### config.mk
export PLATFORM = sky130hd
export DESIGN_NAME = uart_regfile
export DESIGN_NICKNAME = d
export VERILOG_FILES = /design/src/rtl/uart_regfile_pkg.sv /design/src/rtl/uart_rx_fifo.sv /design/src/rtl/uart_tx_hold.sv /design/src/rtl/uart_regfile.sv
export SDC_FILE = /design/constraint.sdc
export NUM_CORES = 1
export LEC_CHECK = 0
export ABC_AREA = 1
export CAP_MARGIN = 20
export CORE_ASPECT_RATIO = 1.1
export CORE_MARGIN = 1
export CORE_UTILIZATION = 50
export DETAILED_ROUTE_END_ITERATION = 10
export PLACE_DENSITY = 0.76
export SKIP_LAST_GASP = 1
export SLEW_MARGIN = 20
export SYNTH_ARGS = -nofsm -noshare
export SYNTH_HDL_FRONTEND = slang
export SYNTH_HIERARCHICAL = 1
export SYNTH_SLANG_ARGS = --single-unit
### constraint.sdc
create_clock -name clk_i -period 3 [get_ports clk_i]
set_input_delay 0.6 -clock clk_i [delete_from_list [all_inputs] [get_ports clk_i]]
set_output_delay 0.6 -clock clk_i [all_outputs]
set_load 0.05 [all_outputs]
### src/rtl/uart_regfile_pkg.sv
package uart_regfile_pkg;
  typedef enum logic [1:0] {
    REG_RXD  = 2'd0,
    REG_TXD  = 2'd1,
    REG_STAT = 2'd2,
    REG_CTRL = 2'd3
  } reg_idx_e;

  localparam int unsigned ST_RX_AVAIL = 0;
  localparam int unsigned ST_RX_FULL  = 1;
  localparam int unsigned ST_TX_EMPTY = 2;
  localparam int unsigned ST_TX_FULL  = 3;
  localparam int unsigned ST_PEND     = 4;
  localparam int unsigned ST_OVERRUN  = 5;

  localparam int unsigned CT_TX_CLR   = 0;
  localparam int unsigned CT_RX_CLR   = 1;
  localparam int unsigned CT_IRQ_EN   = 4;
endpackage

### src/rtl/uart_rx_fifo.sv
module uart_rx_fifo #(
  parameter  int unsigned DEPTH = 8,
  parameter  int unsigned DW    = 8,
  localparam int unsigned PTR_W = $clog2(DEPTH),
  localparam int unsigned CNT_W = $clog2(DEPTH + 1)
) (
  input  logic             clk_i,
  input  logic             rst_ni,
  input  logic             clear_i,
  input  logic             push_valid_i,
  input  logic [DW-1:0]    push_data_i,
  output logic             push_ready_o,
  input  logic             pop_i,
  output logic [DW-1:0]    head_o,
  output logic [CNT_W-1:0] count_o,
  output logic [CNT_W-1:0] count_next_o,
  output logic             drop_o
);
  logic [DW-1:0]    mem_q [DEPTH];
  logic [PTR_W-1:0] wptr_q, rd_idx;
  logic [CNT_W-1:0] cnt_q, cnt_d;
  logic             full, push_fire, pop_fire;

  assign full         = (cnt_q == CNT_W'(DEPTH));
  assign push_ready_o = !full;
  assign push_fire    = push_valid_i && !full && !clear_i;
  assign pop_fire     = pop_i && (cnt_q != '0) && !clear_i;
  assign drop_o       = push_valid_i && full;
  // oldest entry sits occupancy slots behind the write pointer
  assign rd_idx       = wptr_q - PTR_W'(cnt_q);
  assign head_o       = mem_q[rd_idx];
  assign count_o      = cnt_q;
  assign count_next_o = cnt_d;

  always_comb begin
    cnt_d = cnt_q;
    if (clear_i)                   cnt_d = '0;
    else if (push_fire && !pop_fire) cnt_d = cnt_q + CNT_W'(1);
    else if (pop_fire && !push_fire) cnt_d = cnt_q - CNT_W'(1);
  end

  always_ff @(posedge clk_i or negedge rst_ni) begin
    if (!rst_ni) begin
      wptr_q <= '0;
      cnt_q  <= '0;
    end else begin
      cnt_q <= cnt_d;
      if (clear_i)        wptr_q <= '0;
      else if (push_fire) wptr_q <= wptr_q + PTR_W'(1);
    end
  end

  always_ff @(posedge clk_i) begin
    if (push_fire) mem_q[wptr_q] <= push_data_i;
  end
endmodule

### src/rtl/uart_tx_hold.sv
module uart_tx_hold #(
  parameter int unsigned DW = 8
) (
  input  logic          clk_i,
  input  logic          rst_ni,
  input  logic          clear_i,
  input  logic          load_i,
  input  logic [DW-1:0] load_data_i,
  output logic          out_valid_o,
  output logic [DW-1:0] out_data_o,
  input  logic          out_ready_i
);
  logic          full_q;
  logic [DW-1:0] data_q;

  always_ff @(posedge clk_i or negedge rst_ni) begin
    if (!rst_ni) begin
      full_q <= 1'b0;
      data_q <= '0;
    end else if (clear_i) begin
      full_q <= 1'b0;
    end else if (!full_q) begin
      if (load_i) begin
        full_q <= 1'b1;
        data_q <= load_data_i;
      end
    end else if (out_ready_i) begin
      full_q <= 1'b0;
    end
  end

  assign out_valid_o = full_q;
  assign out_data_o  = data_q;
endmodule

### src/rtl/uart_regfile.sv
module uart_regfile
  import uart_regfile_pkg::*;
#(
  parameter  int unsigned RX_DEPTH = 8,
  parameter  int unsigned BYTE_W   = 8,
  parameter  int unsigned DATA_W   = 32,
  localparam int unsigned CNT_W    = $clog2(RX_DEPTH + 1)
) (
  input  logic              clk_i,
  input  logic              rst_ni,
  input  logic [3:0]        bus_addr_i,
  input  logic              bus_re_i,
  input  logic              bus_we_i,
  input  logic [DATA_W-1:0] bus_wdata_i,
  output logic [DATA_W-1:0] bus_rdata_o,
  input  logic [BYTE_W-1:0] rx_data_i,
  input  logic              rx_valid_i,
  output logic              rx_ready_o,
  output logic [BYTE_W-1:0] tx_data_o,
  output logic              tx_valid_o,
  input  logic              tx_ready_i,
  output logic              irq_o
);
  reg_idx_e          idx;
  logic              wr_txd, wr_ctrl, rd_rxd, rd_stat, rx_clr, tx_clr;
  logic [BYTE_W-1:0] rx_head;
  logic [CNT_W-1:0]  rx_cnt, rx_cnt_nxt;
  logic              rx_drop;
  logic [DATA_W-1:0] ctrl_q, stat;
  logic              pend_q, ovr_q;
  logic              unused_addr;

  assign idx         = reg_idx_e'(bus_addr_i[3:2]);
  assign unused_addr = ^bus_addr_i[1:0];
  assign wr_txd      = bus_we_i && (idx == REG_TXD);
  assign wr_ctrl     = bus_we_i && (idx == REG_CTRL);
  assign rd_rxd      = bus_re_i && (idx == REG_RXD);
  assign rd_stat     = bus_re_i && (idx == REG_STAT);
  assign rx_clr      = wr_ctrl && bus_wdata_i[CT_RX_CLR];
  assign tx_clr      = wr_ctrl && bus_wdata_i[CT_TX_CLR];

  uart_rx_fifo #(.DEPTH(RX_DEPTH), .DW(BYTE_W)) u_rx_fifo (
    .clk_i        (clk_i),
    .rst_ni       (rst_ni),
    .clear_i      (rx_clr),
    .push_valid_i (rx_valid_i),
    .push_data_i  (rx_data_i),
    .push_ready_o (rx_ready_o),
    .pop_i        (rd_rxd),
    .head_o       (rx_head),
    .count_o      (rx_cnt),
    .count_next_o (rx_cnt_nxt),
    .drop_o       (rx_drop)
  );

  uart_tx_hold #(.DW(BYTE_W)) u_tx_hold (
    .clk_i       (clk_i),
    .rst_ni      (rst_ni),
    .clear_i     (tx_clr),
    .load_i      (wr_txd),
    .load_data_i (bus_wdata_i[BYTE_W-1:0]),
    .out_valid_o (tx_valid_o),
    .out_data_o  (tx_data_o),
    .out_ready_i (tx_ready_i)
  );

  always_ff @(posedge clk_i or negedge rst_ni) begin
    if (!rst_ni) begin
      ctrl_q <= '0;
      pend_q <= 1'b0;
      ovr_q  <= 1'b0;
    end else begin
      if (wr_ctrl) ctrl_q <= bus_wdata_i;
      if (rx_clr)       ovr_q <= 1'b0;
      else if (rx_drop) ovr_q <= 1'b1;
      // status read acknowledges, but a non-empty FIFO re-arms at once
      pend_q <= (pend_q && !rd_stat) || wr_txd || (rx_cnt_nxt != '0);
    end
  end

  always_comb begin
    stat              = '0;
    stat[ST_RX_AVAIL] = (rx_cnt != '0);
    stat[ST_RX_FULL]  = (rx_cnt == CNT_W'(RX_DEPTH));
    stat[ST_TX_EMPTY] = !tx_valid_o;
    stat[ST_TX_FULL]  = tx_valid_o;
    stat[ST_PEND]     = pend_q;
    stat[ST_OVERRUN]  = ovr_q;
  end

  always_comb begin
    unique case (idx)
      REG_RXD:  bus_rdata_o = (rx_cnt != '0) ? DATA_W'(rx_head) : '0;
      REG_TXD:  bus_rdata_o = DATA_W'(tx_data_o);
      REG_STAT: bus_rdata_o = stat;
      default:  bus_rdata_o = ctrl_q;
    endcase
  end

  assign irq_o = pend_q && ctrl_q[CT_IRQ_EN];
endmodule

==> impl_metrics.ini <==
[finish]
drive_gt1_share_pct = 19.8
syn_to_final_growth_pct = 39.6
layoutNonFillerInstCount = 831
multi_input_area_um2 = 1850
ff_latch_area_um2 = 3170
final_util_pct = 71.8
diodes = 0
nets = 730
fillCellCount = 728

[sta]
final.period_utilization_pct = 113
setup_tns_ns = -2.50
slew_headroom_pct = 28.5
rsz0062_at_grt = yes
tightestPinTransition_ns = 1.07
min_period_ns = 3.38
slew_violations = 0
skew_ns = 0.00511
finalHoldViolations = 0
fin_ws_ns = -0.383
hold_slack_ns = 0.141
fmaxAchievable_mhz = 296
setup_viol_count_final = 8

[power]
power_density_nw_per_um2 = 1140
ir_drop_mv = 0.575
p_leak_uw = 0.00317

[min_path]
hp-class = input port to async pin

[worst_setup_path]
r2r.worst_path.cells = 10
end_kind = output port
reg2reg_from = u_rx_fifo/count_o[0]
crit_path_frequent_cell = buf_12
reg2reg_to = u_rx_fifo/mem_q[4][5]
path_buf_inv = 4
required_ns = 2.40
slowest_stage = fa_2
critPathMaxFanout = 7
critPathTopFamily = adder cells
crit_cells = 13
crit_type = register to output port
reg2reg_slack_ns = 0.21
max_stage_delay_ns = 0.47
path_cells = ha_4, inv_2, fa_2, buf_12, buf_16, nor2_1, o21ai_0, o21ai_1, nand2_1, o21ai_2, nand3_1, nand4_1, buf_12
critPathArrivalTime_ns = 2.78
critPathLaunchType = register

[yosys]
yosys_warnings = 6
ys_types = 32
synthArstFlopShare_pct = 43.9
synth_top_cells_by_area = edfxtp_1 36%, dfrtp_1 23%, nand2_1 8.8%
syn_area_um2 = 5350
synth_edf_count = 64
syn_area_per_cell_um2 = 9.53
synthTopCellsByCount = 126 x nand2_1, 101 x nor2_1, 64 x edfxtp_1
synth_fp_nets = 616
synth-seq-cells = 114
synth.most_common_cell = nand2_1
seq_area_frac_synth_pct = 59.3
syn_inst = 561
ys.flop_type = edfxtp_1
yosysTopAreaCellShare_pct = 35.9
synth_area_leader_cell = edfxtp_1

[drt]
ant_nets = 0
via_count = 4314
dr.pass1.iters = 5
routed_wirelength_mm = 12.9
drc = 0
viasPerCell = 5.19
wl_per_cell_um = 15.5
dr.first_iter.drc_count = 288

[place]
hpwl_mm = 8.77
place.gp.congestion = 0.822
port_buffers = 90
place_inst = 795

[clock_network]
cts_sinks = 114
clk_pin_slew_ns = 0.05
cts_made_buffers = 17
clockBufferDepth = 2
cts_htree_levels = 4
clock_latency_ns = 0.40
clock-root-buffer = clkbuf_16
cts_tree = built

[global_routing]
grt_max_degree = 55
grt.total_usage_pct = 25.2
grt_pass1_vias = 4409
antenna_found_initial = 0
grt_first_pass_wirelength_mm = 21.1
grt.overflow.total = 0

[die]
fp.dieW_um = 101
rows = 39
dieArea_um2 = 11100
die_h_um = 110
start_util_pct = 51.4
core_area_um2 = 10400
io_pins = 93

[status]
violations = setup timing
status = finished, violations left

[job]
max_cap_viol_count = 0
## worst reg2reg max path, stage by stage (launching register included)
cell and delay [ns]:
dfrtp_1 0.40, buf_4 0.16, inv_1 0.08, ha_1 0.26
nand2_1 0.08, nor2_1 0.04, nor2_1 0.21, nand2_1 0.11
inv_1 0.11, nand2_1 0.13, nor2_1 0.83
## sequential cells by signal, summed over array words and instances (netlist names)
name	flops
ctrl_q	32
ovr_q	1
pend_q	1
u_rx_fifo/count_o	4
u_rx_fifo/mem_q	64
u_rx_fifo/wptr_q	3
u_tx_hold/out_data_o	8
u_tx_hold/out_valid_o	1
## where the power goes
group	internal (µW)	switching (µW)	leakage (µW)	total, µW
combinational	1930	2640	0.00171	4570
clock	1160	643	0.000266	1810
sequential	1940	169	0.00119	2110
## how the worst max path moves through the flow
stage,startpoint,end,slack [ns]
3_5_place_dp,u_rx_fifo/wptr_q[0],bus_rdata_o[1],-0.05
2_1_floorplan,u_rx_fifo/wptr_q[0],bus_rdata_o[3],0.09
3_3_place_gp,u_rx_fifo/wptr_q[0],bus_rdata_o[2],0.007
5_1_grt,u_rx_fifo/count_o[0],bus_rdata_o[0],-0.49
4_1_cts,u_rx_fifo/count_o[0],bus_rdata_o[5],-0.36
6_report,u_rx_fifo/count_o[0],bus_rdata_o[0],-0.38
## per-layer routing
metal / global-route usage (%) / vias up / part of all wire, %
met5: 0 / - / 0
met4: 10.4 / 0 / 2.8
met3: 8.61 / 30 / 8.2
met2: 42.3 / 185 / 51
met1: 29.1 / 2023 / 38
li1: - / 2076 / -
## cell type report
class | count | share of cell area (%)
inverter | 57 | 3.10
tap | 143 | 2.40
clock buffer | 27 | 6.89
sequential | 114 | 42.5
clock inverter | 5 | 0.369
multi-input combinational | 369 | 24.8
timing repair buffer | 116 | 20.0
## cell usage in the layout (no fill, tap or decap), types with 3 or more instances in the layout
cell type        instances
clkbuf_16               18
dfrtp_1                 50
ha_1                     3
nand2_1                126
clkbuf_8                 3
nor2_1                  99
o21ai_1                 15
nand3_1                 23
clkinv_2                 4
o21ai_2                 32
inv_1                   53
buf_4                   21
edfxtp_1                64
clkbuf_1                 6
a21oi_1                  4
o21ai_0                 39
buf_12                  35
nand4_1                  8
clkdlybuf4s50_1         57
## what timing repair did
action	in CTS	in global routing
setup buffers	2	0
pin swaps	2	1
hold buffers	0	0
endpoints found under the setup margin	8	8
resized for setup	24	9
gates cloned	2	0
## cell families (layout without fill, tap and decap cells)
kind of cell	after synthesis	after routing	share of synthesized area, %
xor gates and xnor gates	5	5	1.10
DFF	114	114	59.3
adders and majority gates	5	5	1.31
buffers and inverters	78	205	7.04
and+or+nand+nor	268	268	20.7
AOI/OAI and AO/OA	91	91	10.5
## per-stage QoR
| step | worst slack, ns | cell area (µm²) | total power, µW |
|---|---|---|---|
| floorplan | 0.0911 | 5350 | 4500 |
| global placement | 0.00651 | 6790 | 5850 |
| detailed placement | -0.0499 | 6790 | 6010 |
| CTS | -0.364 | 7450 | 8380 |
| global route | -0.490 | 7460 | 8980 |
| finish | -0.383 | 7460 | 8490 |
(Power assumes the default switching activity.)
